<file path="src/rtl/mca_pkg.sv">
package mca_pkg;
  // Ownership of the bus as seen by the grant controller
  typedef enum logic {
    OWN_NONE = 1'b0,
    OWN_HELD = 1'b1
  } own_e;

  // Width of a level field for a given level count
  function automatic int lvl_bits(input int n_lvl);
    return (n_lvl > 1) ? $clog2(n_lvl) : 1;
  endfunction
endpackage

</file>
<file path="src/rtl/mca_lvl_regs.sv">
module mca_lvl_regs #(
  parameter int NUM_DEV = 8,
  parameter int LVL_W   = 2
) (
  input  logic                     clk,
  input  logic                     rst_n,
  input  logic                     wr_en,
  input  logic                     wr_ok,
  input  logic [NUM_DEV*LVL_W-1:0] wr_data,
  output logic [NUM_DEV*LVL_W-1:0] lvl_q
);
  localparam int TOT_W = NUM_DEV * LVL_W;

  // Static level assignment; a write is taken only in an idle bus window
  always_ff @(posedge clk) begin
    if (!rst_n) begin
      lvl_q <= '0;
    end else if (wr_en && wr_ok) begin
      lvl_q <= wr_data[TOT_W-1:0];
    end
  end
endmodule

</file>
<file path="src/rtl/mca_chain.sv">
module mca_chain #(
  parameter int NUM_DEV = 8,
  parameter int LVL_W   = 2,
  parameter int LVL_ID  = 0
) (
  input  logic [NUM_DEV-1:0]       req,
  input  logic [NUM_DEV*LVL_W-1:0] lvl_q,
  output logic [NUM_DEV-1:0]       win,
  output logic                     any
);
  localparam logic [LVL_W-1:0] MY_LVL = LVL_W'(LVL_ID);

  logic [NUM_DEV-1:0] member;
  logic [NUM_DEV:0]   pass;   // grant token rippling away from the source

  assign pass[0] = 1'b1;

  // One link per chain position: take the token if requesting on this level,
  // otherwise hand it on to the next, more distant, position.
  for (genvar i = 0; i < NUM_DEV; i++) begin : g_link
    assign member[i]  = req[i] && (lvl_q[i*LVL_W +: LVL_W] == MY_LVL);
    assign win[i]     = pass[i] & member[i];
    assign pass[i+1]  = pass[i] & ~member[i];
  end

  // Token consumed somewhere means this level carries a request
  assign any = ~pass[NUM_DEV];
endmodule

</file>
<file path="src/rtl/mca_lvl_pick.sv">
module mca_lvl_pick #(
  parameter int NUM_DEV = 8,
  parameter int NUM_LVL = 4
) (
  input  logic [NUM_LVL*NUM_DEV-1:0] win_all,
  input  logic [NUM_LVL-1:0]         any,
  output logic [NUM_DEV-1:0]         pick
);
  // Scan upward so the highest active level overrides lower ones
  always_comb begin
    pick = '0;
    for (int l = 0; l < NUM_LVL; l++) begin
      if (any[l]) begin
        pick = win_all[l*NUM_DEV +: NUM_DEV];
      end
    end
  end
endmodule

</file>
<file path="src/rtl/mca_gnt_ctl.sv">
module mca_gnt_ctl
  import mca_pkg::*;
#(
  parameter int NUM_DEV = 8
) (
  input  logic               clk,
  input  logic               rst_n,
  input  logic [NUM_DEV-1:0] req,
  input  logic               bus_busy,
  input  logic [NUM_DEV-1:0] pick,
  output logic [NUM_DEV-1:0] gnt,
  output logic               idle
);
  own_e own_q;
  logic owner_live;

  assign owner_live = |(gnt & req);
  assign idle       = (own_q == OWN_NONE) && !bus_busy;

  always_ff @(posedge clk) begin
    if (!rst_n) begin
      own_q <= OWN_NONE;
      gnt   <= '0;
    end else begin
      case (own_q)
        OWN_HELD: begin
          if (!owner_live) begin
            own_q <= OWN_NONE;
            gnt   <= '0;
          end
        end
        default: begin
          if (!bus_busy && (|pick)) begin
            own_q <= OWN_HELD;
            gnt   <= pick;
          end
        end
      endcase
    end
  end
endmodule

</file>
<file path="src/rtl/mlvl_chain_arb.sv">
module mlvl_chain_arb #(
  parameter int NUM_DEV = 8,
  parameter int NUM_LVL = 4,
  parameter int LVL_W   = mca_pkg::lvl_bits(NUM_LVL)
) (
  input  logic                     clk,
  input  logic                     rst_n,
  input  logic [NUM_DEV-1:0]       req,
  input  logic                     bus_busy,
  input  logic                     lvl_wr_en,
  input  logic [NUM_DEV*LVL_W-1:0] lvl_wr_data,
  output logic [NUM_DEV-1:0]       gnt
);
  localparam int WIN_W = NUM_LVL * NUM_DEV;

  logic [NUM_DEV*LVL_W-1:0] lvl_q;
  logic [WIN_W-1:0]         win_all;
  logic [NUM_LVL-1:0]       lvl_any;
  logic [NUM_DEV-1:0]       pick;
  logic                     idle;

  mca_lvl_regs #(.NUM_DEV(NUM_DEV), .LVL_W(LVL_W)) u_lvl (
    .clk     (clk),
    .rst_n   (rst_n),
    .wr_en   (lvl_wr_en),
    .wr_ok   (idle),
    .wr_data (lvl_wr_data),
    .lvl_q   (lvl_q)
  );

  // One independent request/grant chain per level
  for (genvar l = 0; l < NUM_LVL; l++) begin : g_lvl
    mca_chain #(.NUM_DEV(NUM_DEV), .LVL_W(LVL_W), .LVL_ID(l)) u_chain (
      .req   (req),
      .lvl_q (lvl_q),
      .win   (win_all[l*NUM_DEV +: NUM_DEV]),
      .any   (lvl_any[l])
    );
  end

  mca_lvl_pick #(.NUM_DEV(NUM_DEV), .NUM_LVL(NUM_LVL)) u_pick (
    .win_all (win_all),
    .any     (lvl_any),
    .pick    (pick)
  );

  mca_gnt_ctl #(.NUM_DEV(NUM_DEV)) u_gnt (
    .clk      (clk),
    .rst_n    (rst_n),
    .req      (req),
    .bus_busy (bus_busy),
    .pick     (pick),
    .gnt      (gnt),
    .idle     (idle)
  );
endmodule

</file>
<file path="config.mk">
export PLATFORM = sky130hd
export DESIGN_NAME = mlvl_chain_arb
export DESIGN_NICKNAME = d
export VERILOG_FILES = /design/src/rtl/mca_pkg.sv /design/src/rtl/mca_lvl_regs.sv /design/src/rtl/mca_chain.sv /design/src/rtl/mca_lvl_pick.sv /design/src/rtl/mca_gnt_ctl.sv /design/src/rtl/mlvl_chain_arb.sv
export SDC_FILE = /design/constraint.sdc
export NUM_CORES = 1
export LEC_CHECK = 0
export ABC_AREA = 1
export BUFFER_PORTS_ARGS = -buffer_cell sky130_fd_sc_hd__buf_2
export CORE_MARGIN = 1.5
export CORE_UTILIZATION = 45
export DETAILED_ROUTE_END_ITERATION = 8
export PLACE_DENSITY_LB_ADDON = 0.12
export SKIP_LAST_GASP = 1
export SLEW_MARGIN = 20
export SYNTH_ARGS = -nofsm -noshare
export SYNTH_HDL_FRONTEND = slang
export SYNTH_SLANG_ARGS = --single-unit
</file>
<file path="constraint.sdc">
create_clock -name clk -period 5.7 [get_ports clk]
set_clock_uncertainty 0.05 [all_clocks]
set_input_delay 1.14 -clock clk [delete_from_list [all_inputs] [get_ports clk]]
set_output_delay 1.14 -clock clk [all_outputs]
set_load 0.02 [all_outputs]
</file>
==> impl_metrics.py, run 1 <==
metrics = {
    "outcome": {
        "outcome": "complete, no violations",
    },
    "timing": {
        "finalHoldViolations": 0,
        "max_freq_ghz": 0.3475,
        "min_period_ns": 2.878,
        "maxSlewViolCount": 0,
        "slew_headroom": 0.4460,
        "rsz0062_at_grt": "no",
        "tns_ns": 0,
        "setup_viol": 0,
        "fin_crit_sh": 0.5049,
        "worst_slew_pin_slew_ns": 0.8290,
        "final.setup.worst_slack_ns": 2.822,
    },
    "placed_design": {
        "dp_cells": 346,
        "hpwl_um": 3519,
        "place_congestion": 0.8820,
        "portBuffers": 35,
        "post-place-ws_ns": 2.485,
    },
    "global_routing": {
        "grt_max_degree": 32,
        "met2_usage": 0.3687,
        "grt-busiest-layer": "met2",
        "grt_pass1_wl_um": 7493,
        "grtUsageTotal": 0.2203,
        "antenna_found_initial": 0,
        "use_met1": 0.3007,
        "grt_overflow": 0,
        "first_global_vias": 1652,
        "grt_use_met3": 0.02896,
    },
    "power": {
        "pwr-share-clk": 0.209,
        "p_int_w": 0.0003191,
        "seqPwrFrac": 0.385,
        "power_switching_w": 0.0002180,
        "cellLeakagePower_nw": 0.9399,
        "ir_drop_mv": 0.1324,
        "powerDensity_nw_per_um2": 264.0,
        "p_sw_frac": 0.4059,
        "p_total_w": 0.0005371,
        "combPwrFrac": 0.406,
    },
    "clock_tree": {
        "numCtsBuffers": 3,
        "cts_tree": "yes",
        "root_buffer": "clkbuf_8",
        "cts-htree-levels": 1,
        "clockBufferDepth": 2,
        "clk_pin_slew_ns": 0.10,
        "clock-sinks": 25,
        "holdBufCountCts": 0,
        "cts_setup_buffers": 0,
        "cts_resized": 0,
        "clk_latency_ns": 0.27,
    },
    "final_layout": {
        "layout_commonest_cell": "nand2_1",
        "seqCellArea_sq_um": 500.5,
        "area_delta_synth_final_pct": 14.35,
        "nFillCells": 391,
        "final_util": 0.5475,
        "final_cell_mix": "nand2_1 (50), nand3_1 (35), buf_2 (35)",
        "antenna_cells": 0,
        "final_nets": 331,
        "layout.cells.non_filler": 350,
        "multi_input_area_sq_um": 1127,
        "drive_above_1_share": 0.2185,
    },
    "synthesis": {
        "yosys_warnings": 0,
        "synth_seq_cells": 25,
        "synth_cell_types": 30,
        "seq_area_frac_synth": 0.2813,
        "syn_area_per_cell_sq_um": 6.639,
        "syn_inst": 268,
        "syn_nets": 296,
        "mappedNetlistArea_sq_um": 1779,
    },
    "route": {
        "vias": 1877,
        "drtAntennaViolNets": 0,
        "initialDrtViolationCount": 91,
        "postRouteWirelength_um": 4446,
        "post_drt_via_cell_ratio": 5.363,
        "avgRoutedWirePerCell_um": 12.70,
        "drtPass1Iterations": 4,
        "drc": 0,
    },
    "worst_setup_path": {
        "worstPathRequired_ns": 5.79,
        "crit_arrival_ns": 2.97,
        "startpoint_type": "input port",
        "path_class": "input port to flip-flop",
        "crit_fanout": 31,
        "end_kind": "flip-flop",
    },
    "die": {
        "die_area_sq_um": 4340,
        "ios": 36,
        "die_width_um": 65.88,
        "die_h_um": 65.88,
        "row_count": 22,
        "initial_core_util": 0.4788,
        "core_area_sq_um": 3716,
    },
    "min_path": {
        "hold_class": "flip-flop to flip-flop",
    },
    "run": {
        "maxCapViolations": 0,
    },
}
[critical path, stage by stage]
cell and delay, ns:
buf_2 0.09, nor2_1 0.58, nand2_1 0.71, o21ai_0 0.37, a21oi_1 0.06
[Yosys cell counts]
master | instances | area share
nand4_1 | 5 | 0.018
inv_1 | 26 | 0.055
nor4_1 | 2 | 0.0070
clkinv_1 | 1 | 0.0021
dfxtp_1 | 25 | 0.28
nand3b_1 | 7 | 0.030
a21oi_2 | 3 | 0.015
a221oi_1 | 2 | 0.0098
nor2_4 | 3 | 0.019
nor3_4 | 1 | 0.0091
nand2_2 | 1 | 0.0035
o21ai_0 | 19 | 0.053
nand3_1 | 35 | 0.098
a22o_1 | 1 | 0.0049
inv_4 | 1 | 0.0035
a31oi_1 | 2 | 0.0070
and2_1 | 1 | 0.0035
nor3_2 | 2 | 0.011
clkbuf_8 | 1 | 0.0077
nand2_1 | 50 | 0.11
nand3_4 | 2 | 0.020
nand2_4 | 2 | 0.013
nor3_1 | 9 | 0.025
nand4_4 | 2 | 0.024
a21oi_1 | 29 | 0.082
inv_2 | 4 | 0.0084
nor2_2 | 2 | 0.0070
nor2_1 | 22 | 0.046
clkbuf_1 | 4 | 0.0084
nand3_2 | 4 | 0.023
[per-stage QoR]
stage / area, sq um / hold WS, ns
global placement: 1986 / 0.4302
global route: 2034 / 0.4747
floorplan: 1779 / 0.4079
finish: 2034 / 0.4473
detailed placement: 1986 / 0.4343
CTS: 2034 / 0.4514
[metal layers]
layer  up-vias  share of wire
li1        984              -
met1       843           0.49
met2        46           0.45
met3         4          0.049
met4         0         0.0072
met5         -              0
[final timing paths]
kind,startpoint,cells after the start,slack [ns],to
max,bus_busy,5,2.82,u_lvl.lvl_q[9]
min,u_gnt.own_q,2,0.45,u_gnt.own_q
max reg2reg,u_lvl.lvl_q[1],16,3.38,u_gnt.gnt[3]
min reg2reg,u_gnt.own_q,2,0.45,u_gnt.own_q
[state kept, by name (all words and copies together), names as in the netlist]
| register | cells |
|---|---|
| u_lvl.lvl_q | 16 |
| u_gnt.gnt | 8 |
| u_gnt.own_q | 1 |
[power groups by stage]
stage / logic (W) / clock network (W) / registers, W
finish: 0.000218 / 0.000112 / 0.000207
global route: 0.000245 / 0.000123 / 0.000210
CTS: 0.000218 / 0.000115 / 0.000207
detailed placement: 0.000217 / 0 / 0.000211
global placement: 0.000216 / 0 / 0.000211
floorplan: 0.000161 / 0 / 0.000216
[final cells by class]
class,instances,area share
sequential,25,0.2460
timing repair buffer,35,0.08610
clock buffer,3,0.02030
clock inverter,1,0.003690
multi-input combinational,206,0.5541
inverter,32,0.06027
tap,48,0.02952
[logic make-up after synthesis]
logic type | count (synthesis) | synth area share
flops | 25 | 0.2813
compound gates | 56 | 0.1716
simple gates | 150 | 0.4620
buf+inv | 37 | 0.08508
Note: power is estimated with default switching activity, not from simulation.
==> inputs of run 2 (changes only) <==
==> constraint.sdc (replaced) <==
create_clock -name clk -period 2.4 [get_ports clk]
set_clock_uncertainty 0.05 [all_clocks]
set_input_delay 0.48 -clock clk [delete_from_list [all_inputs] [get_ports clk]]
set_output_delay 0.48 -clock clk [all_outputs]
set_load 0.02 [all_outputs]
==> run 2 against run 1 <==
First-iteration DRC count rose by 43%. Global-route usage rose by 0.94 points. Critical path depth rose by 12. Largest power group unchanged. Setup slack got worse by 2.6 ns. Utilization rose by 3.8 points. Register-to-register slack got worse by 3.2 ns.
==> impl_metrics.py, run 2 (synthesis gave the netlist of run 1 again) <==
metrics = {
    "final_layout": {
        "final_nets": 346,
        "final_cell_mix": "nand2_1 (48), buf_2 (35), nand3_1 (34)",
        "nFillCells": 362,
        "largest_registers": "u_lvl.lvl_q: 16 flops, u_gnt.gnt: 8 flops, u_gnt.own_q: 1 flops",
        "design_area_sq_um": 2177,
        "layout_commonest_cell": "nand2_1",
        "antenna_cells": 0,
        "area_delta_synth_final_pct": 22.36,
        "largest_register": "u_lvl.lvl_q",
        "largest_register_ff_count": 16,
        "layout.cells.non_filler": 365,
        "final_util": 0.5859,
        "drive_above_1_share": 0.2871,
    },
    "timing": {
        "finalHoldViolations": 0,
        "min_period_ns": 2.221,
        "worst_slew_pin_slew_ns": 0.4771,
        "max_freq_ghz": 0.4502,
        "maxSlewViolCount": 0,
        "fin_crit_sh": 0.9256,
        "final.setup.worst_slack_ns": 0.1786,
        "slew_headroom": 0.6790,
        "setup_viol": 0,
    },
    "die": {
        "row_count": 22,
        "core_area_sq_um": 3716,
        "die_h_um": 65.88,
        "die_width_um": 65.88,
        "initial_core_util": 0.4788,
        "die_area_sq_um": 4340,
        "ios": 36,
    },
    "power": {
        "combPwrFrac": 0.425,
        "powerDensity_nw_per_um2": 601.8,
        "cellLeakagePower_nw": 1.014,
        "ir_drop_mv": 0.3145,
        "power_switching_w": 0.0005190,
        "p_sw_frac": 0.3961,
        "p_int_w": 0.0007912,
        "seqPwrFrac": 0.377,
        "pwr-share-clk": 0.198,
    },
    "worst_setup_path": {
        "timing.rr.end": "u_gnt.gnt[4]",
        "startpoint": "u_lvl.lvl_q[3]",
        "path_class": "flip-flop to flip-flop",
        "ff2ff_path_depth": 17,
        "crit_fanout": 9,
        "ff2ff_setup_slack_ns": 0.18,
        "crit_arrival_ns": 2.38,
        "endpoint": "u_gnt.gnt[4]",
        "end_kind": "flip-flop",
        "worstPathRequired_ns": 2.56,
        "rr_startpoint": "u_lvl.lvl_q[3]",
        "startpoint_type": "flip-flop",
    },
    "placed_design": {
        "dp_cells": 361,
        "post-place-ws_ns": -0.1199,
        "place_area_sq_um": 2098,
        "portBuffers": 35,
        "place_congestion": 0.8523,
        "hpwl_um": 3711,
    },
    "clock_tree": {
        "numCtsBuffers": 3,
        "root_buffer": "clkbuf_8",
        "clockBufferDepth": 2,
        "clock-sinks": 25,
        "cts_tree": "yes",
        "clk_latency_ns": 0.27,
        "holdBufCountCts": 0,
        "cts_resized": 0,
        "cts_setup_buffers": 0,
        "clk_pin_slew_ns": 0.09,
        "cts-htree-levels": 1,
    },
    "global_routing": {
        "first_global_vias": 1684,
        "grt_overflow": 0,
        "grt_pass1_wl_um": 7672,
        "antenna_found_initial": 0,
        "grt_max_degree": 32,
        "grtUsageTotal": 0.2297,
    },
    "route": {
        "postRouteWirelength_um": 4631,
        "vias": 1896,
        "avgRoutedWirePerCell_um": 12.69,
        "drtAntennaViolNets": 0,
        "drc": 0,
        "drtPass1Iterations": 4,
        "initialDrtViolationCount": 130,
        "post_drt_via_cell_ratio": 5.195,
    },
    "min_path": {
        "hold_class": "input port to flip-flop",
        "whs_path_depth": 3,
    },
    "run": {
        "maxCapViolations": 0,
    },
    "outcome": {
        "outcome": "complete, no violations",
    },
}
run 2: cell count changes in the layout (fill, tap and decap cells not counted), sizes merged:
cell	previous run	this run
buf	35	50
run 2: final cells by class:
type                            instances  area (sq um)  share of cell area
Multi-Input combinational cell        206          1154              0.5299
Sequential cell                        25         504.2              0.2316
Timing Repair Buffer                   50         287.8              0.1322
Inverter                               32         122.6             0.05632
Tap cell                               48         60.06             0.02759
Clock buffer                            3         41.29             0.01897
Clock inverter                          1         7.507            0.003448
run 2: stage by stage:
stage / hold slack (ns) / power (W) / TNS, ns
after floorplan: 0.4079 / 0.0008941 / 0
after global placement: 0.4289 / 0.001037 / -0.4983
after detailed placement: 0.4308 / 0.001047 / -0.8387
after CTS: 0.4029 / 0.001311 / 0
after global routing: 0.4187 / 0.001409 / -0.01860
final: 0.4054 / 0.001310 / 0
run 2: worst min-delay path by stage:
| stage | from | endpoint | slack (ns) |
|---|---|---|---|
| after floorplan | u_gnt.own_q | u_gnt.own_q | 0.41 |
| after global placement | u_gnt.own_q | u_gnt.own_q | 0.43 |
| after detailed placement | u_gnt.own_q | u_gnt.own_q | 0.43 |
| after CTS | lvl_wr_data[15] | u_lvl.lvl_q[15] | 0.40 |
| after global routing | lvl_wr_data[15] | u_lvl.lvl_q[15] | 0.42 |
| final | lvl_wr_data[15] | u_lvl.lvl_q[15] | 0.41 |
run 2: layer usage:
metal  up-vias  track usage  wire [um]  share of wire
li1       1014            -          -              -
met1       846       0.3110       2278           0.49
met2        32       0.3775       2145           0.46
met3         4      0.03748        160          0.035
met4         0      0.05990         46         0.0099
met5         -            0          0              0
run 2: critical path, stage by stage (launching register included):
cell and delay, ns:
dfxtp_1 0.35, nand3_1 0.14, nand2_2 0.09, nor2_1 0.09, nand2_1 0.09, nor2_2 0.16, nand2_1 0.09, inv_2 0.09
nand3_4 0.12, nand2_2 0.10, nor2_1 0.05, nor2_1 0.10, nand2_1 0.07, nor2_2 0.13, nand2_4 0.10, nand2_4 0.11
nand3_1 0.09, a21oi_2 0.13
run 2: power by group through the flow:
stage	Sequential [W]	Clock (W)	Combinational [W]
floorplan	0.000512	0	0.000382
global placement	0.000500	0	0.000537
detailed placement	0.000502	0	0.000545
CTS	0.000492	0.000272	0.000547
global route	0.000498	0.000288	0.000623
finish	0.000494	0.000260	0.000556
==> inputs of run 3 (changes only) <==
--- a/config.mk
+++ b/config.mk
@@ -8,11 +8,12 @@
 export ABC_AREA = 1
 export BUFFER_PORTS_ARGS = -buffer_cell sky130_fd_sc_hd__buf_2
 export CORE_MARGIN = 1.5
-export CORE_UTILIZATION = 45
+export CORE_UTILIZATION = 51
 export DETAILED_ROUTE_END_ITERATION = 8
 export PLACE_DENSITY_LB_ADDON = 0.12
 export SKIP_LAST_GASP = 1
 export SLEW_MARGIN = 20
 export SYNTH_ARGS = -nofsm -noshare
 export SYNTH_HDL_FRONTEND = slang
+export SYNTH_HIERARCHICAL = 1
 export SYNTH_SLANG_ARGS = --single-unit
==> run 3 against run 2 <==
Synthesized cell count increased by 33%. Total power increased by 16%. Sequential share of layout area decreased by 4.1 points. Routed wire length increased by 30%. Global-route usage increased by 2.9 points. Utilization increased by 10 points. Largest power group unchanged. Highest routed layer unchanged.
==> impl_metrics.py, run 3 <==
metrics = {
    "final_layout": {
        "drive_above_1_share": 0.3442,
        "layout.cells.non_filler": 480,
        "nFillCells": 388,
        "largest_register_ff_count": 16,
        "layout_commonest_cell": "nand2_1",
        "multi_input_area_sq_um": 1431,
        "area_delta_synth_final_pct": 28.60,
        "antenna_cells": 0,
        "final_cell_mix": "nand2_1 (89), nor2_1 (65), buf_4 (43), inv_1 (43), buf_2 (35)",
        "largest_registers": "u_lvl/lvl_q: 16 flops, u_gnt/gnt: 8 flops, u_gnt/own_q: 1 flops",
        "largest_register": "u_lvl/lvl_q",
        "design_area_sq_um": 2774,
        "final_nets": 459,
        "seqCellArea_sq_um": 528.0,
    },
    "worst_setup_path": {
        "worstPathRequired_ns": 2.55,
        "ff2ff_path_depth": 16,
        "path_class": "flip-flop to flip-flop",
        "end_kind": "flip-flop",
        "crit_arrival_ns": 2.47,
        "startpoint_type": "flip-flop",
        "crit_fanout": 5,
    },
    "timing": {
        "fin_crit_sh": 0.9652,
        "whs_ns": 0.3724,
        "min_period_ns": 2.317,
        "tns_ns": 0,
        "slew_headroom": 0.6559,
        "max_freq_ghz": 0.4317,
        "finalHoldViolations": 0,
        "maxSlewViolCount": 0,
        "worst_slew_pin_slew_ns": 0.5143,
        "setup_viol": 0,
    },
    "clock_tree": {
        "clk_pin_slew_ns": 0.09,
        "numCtsBuffers": 3,
        "root_buffer": "clkbuf_8",
        "cts_tree": "yes",
        "cts-htree-levels": 1,
        "holdBufCountCts": 0,
        "clockBufferDepth": 2,
        "clock-sinks": 25,
        "clk_latency_ns": 0.27,
    },
    "route": {
        "initialDrtViolationCount": 152,
        "drc": 0,
        "drtAntennaViolNets": 0,
        "post_drt_via_cell_ratio": 5.079,
        "postRouteWirelength_um": 6026,
        "avgRoutedWirePerCell_um": 12.55,
        "drtPass1Iterations": 4,
        "vias": 2438,
    },
    "min_path": {
        "hold_class": "input port to flip-flop",
        "whs_path_depth": 3,
    },
    "synthesis": {
        "yosysTopAreaCell": "dfxtp_1",
        "synth_edf_count": 0,
        "mappedNetlistArea_sq_um": 2157,
        "synth_cell_types": 24,
        "synthTopCellsByArea": "dfxtp_1 (23%), nand2_1 (16%), nor2_1 (12%), inv_1 (7.5%), nand3_1 (7.0%)",
        "ys.flop_type": "dfxtp_1",
        "synth_most_common_cell": "nand2_1",
        "syn_inst": 356,
        "seq_area_frac_synth": 0.2320,
        "syn_area_per_cell_sq_um": 6.059,
        "synth_seq_cells": 25,
        "syn_nets": 384,
        "yosysTopAreaCellShare": 0.2320,
        "synth_common_cells": "nand2_1 (92), nor2_1 (68), inv_1 (43)",
        "yosys_warnings": 6,
        "postSynth.asyncResetShare": 0,
    },
    "outcome": {
        "outcome": "complete, no violations",
    },
    "die": {
        "die_width_um": 68.04,
        "die_area_sq_um": 4629,
        "core_area_sq_um": 4029,
        "die_h_um": 68.04,
        "row_count": 23,
        "initial_core_util": 0.5354,
        "ios": 36,
    },
    "global_routing": {
        "grt_max_degree": 33,
        "grtUsageTotal": 0.2587,
        "grt_overflow": 0,
        "grt_pass1_wl_um": 9218,
        "antenna_found_initial": 0,
        "first_global_vias": 2125,
    },
    "placed_design": {
        "dp_cells": 470,
        "place_area_sq_um": 2591,
        "portBuffers": 35,
        "place_congestion": 0.9609,
        "hpwl_um": 4484,
    },
    "run": {
        "maxCapViolations": 0,
    },
    "power": {
        "powerDensity_nw_per_um2": 546.6,
        "ir_drop_mv": 0.3177,
        "cellLeakagePower_nw": 1.416,
    },
}
==> run 3: cell types whose count changed in the layout (fill, tap and decap cells not counted), moves of 7 or more <==
cell	before	now
nor2_1	19	65
inv_1	26	43
dfxtp_4	0	7
nand2_1	48	89
buf_4	15	43
o21ai_0	19	0
nor2_2	4	11
a21oi_1	28	17
nand3_2	5	15
==> run 3: critical path, stage by stage, from the launching register on <==
cell and delay [ns]:
dfxtp_4 0.38, inv_1 0.07, nand3_2 0.10, nand4_4 0.12
nor2_2 0.15, nand4_1 0.14, buf_6 0.17, a21oi_2 0.12
nand2_1 0.06, nand2_1 0.05, nand2_1 0.08, nor2_2 0.15
nand2_2 0.08, o21ai_4 0.16, buf_4 0.16, nand3_1 0.07
a21oi_1 0.14
==> run 3: path summary, 6_finish.rpt <==
| check | startpoint | to | slack [ns] |
|---|---|---|---|
| max | u_lvl/lvl_q[7] | u_gnt/gnt[2] | 0.08 |
| min | lvl_wr_data[13] | u_lvl/lvl_q[13] | 0.37 |
| max reg2reg | u_lvl/lvl_q[7] | u_gnt/gnt[2] | 0.08 |
| min reg2reg | u_gnt/gnt[3] | u_gnt/gnt[3] | 0.46 |
==> run 3: repair_timing <==
item | CTS | global route
resized for setup | 0 | 36
cloned | 0 | 1
endpoints found under the setup margin | 8 | 9
pin swaps | 0 | 4
buffers inserted | 1 | 4
==> run 3: area by class of cell <==
class                      count  share of cell area
multi-input combinational    274              0.5160
timing repair buffer          81              0.1917
inverter                      46             0.06315
clock buffer                   4             0.01624
tap                           50             0.02255
sequential                    25              0.1903
==> run 3: layer usage <==
layer  track usage  up-vias  part of all wire
met4       0.08250        0             0.020
met1        0.3594     1071              0.46
met5             0        -                 0
met3       0.02961       10             0.052
met2        0.4163       85              0.47
li1              -     1272                 -
==> run 3: kinds of logic after synthesis <==
group | count (synthesis) | share of synthesized area
AOI/OAI and AO/OA | 26 | 0.06903
DFF | 25 | 0.2320
and+or+nand+nor | 248 | 0.5708
buffers and inverters | 57 | 0.1282
==> run 3: report_power, final <==
part	switching (W)	internal, W	leakage, nW	total, W
combinational	0.000429	0.000324	1.18	0.000754
sequential	0.0000529	0.000457	0.210	0.000510
clock	0.000134	0.000119	0.0228	0.000253
total	0.000616	0.000900	1.42	0.00152
==> run 3: per-stage QoR <==
stage | setup WS [ns] | total power (W) | utilization
floorplan | 0.2730 | 0.0009697 | -
global placement | -0.09756 | 0.001173 | 0.6432
detailed placement | -0.1673 | 0.001183 | 0.6432
CTS | 0.01025 | 0.001439 | 0.6562
global route | -0.06581 | 0.001616 | 0.6885
finish | 0.08344 | 0.001516 | 0.6885
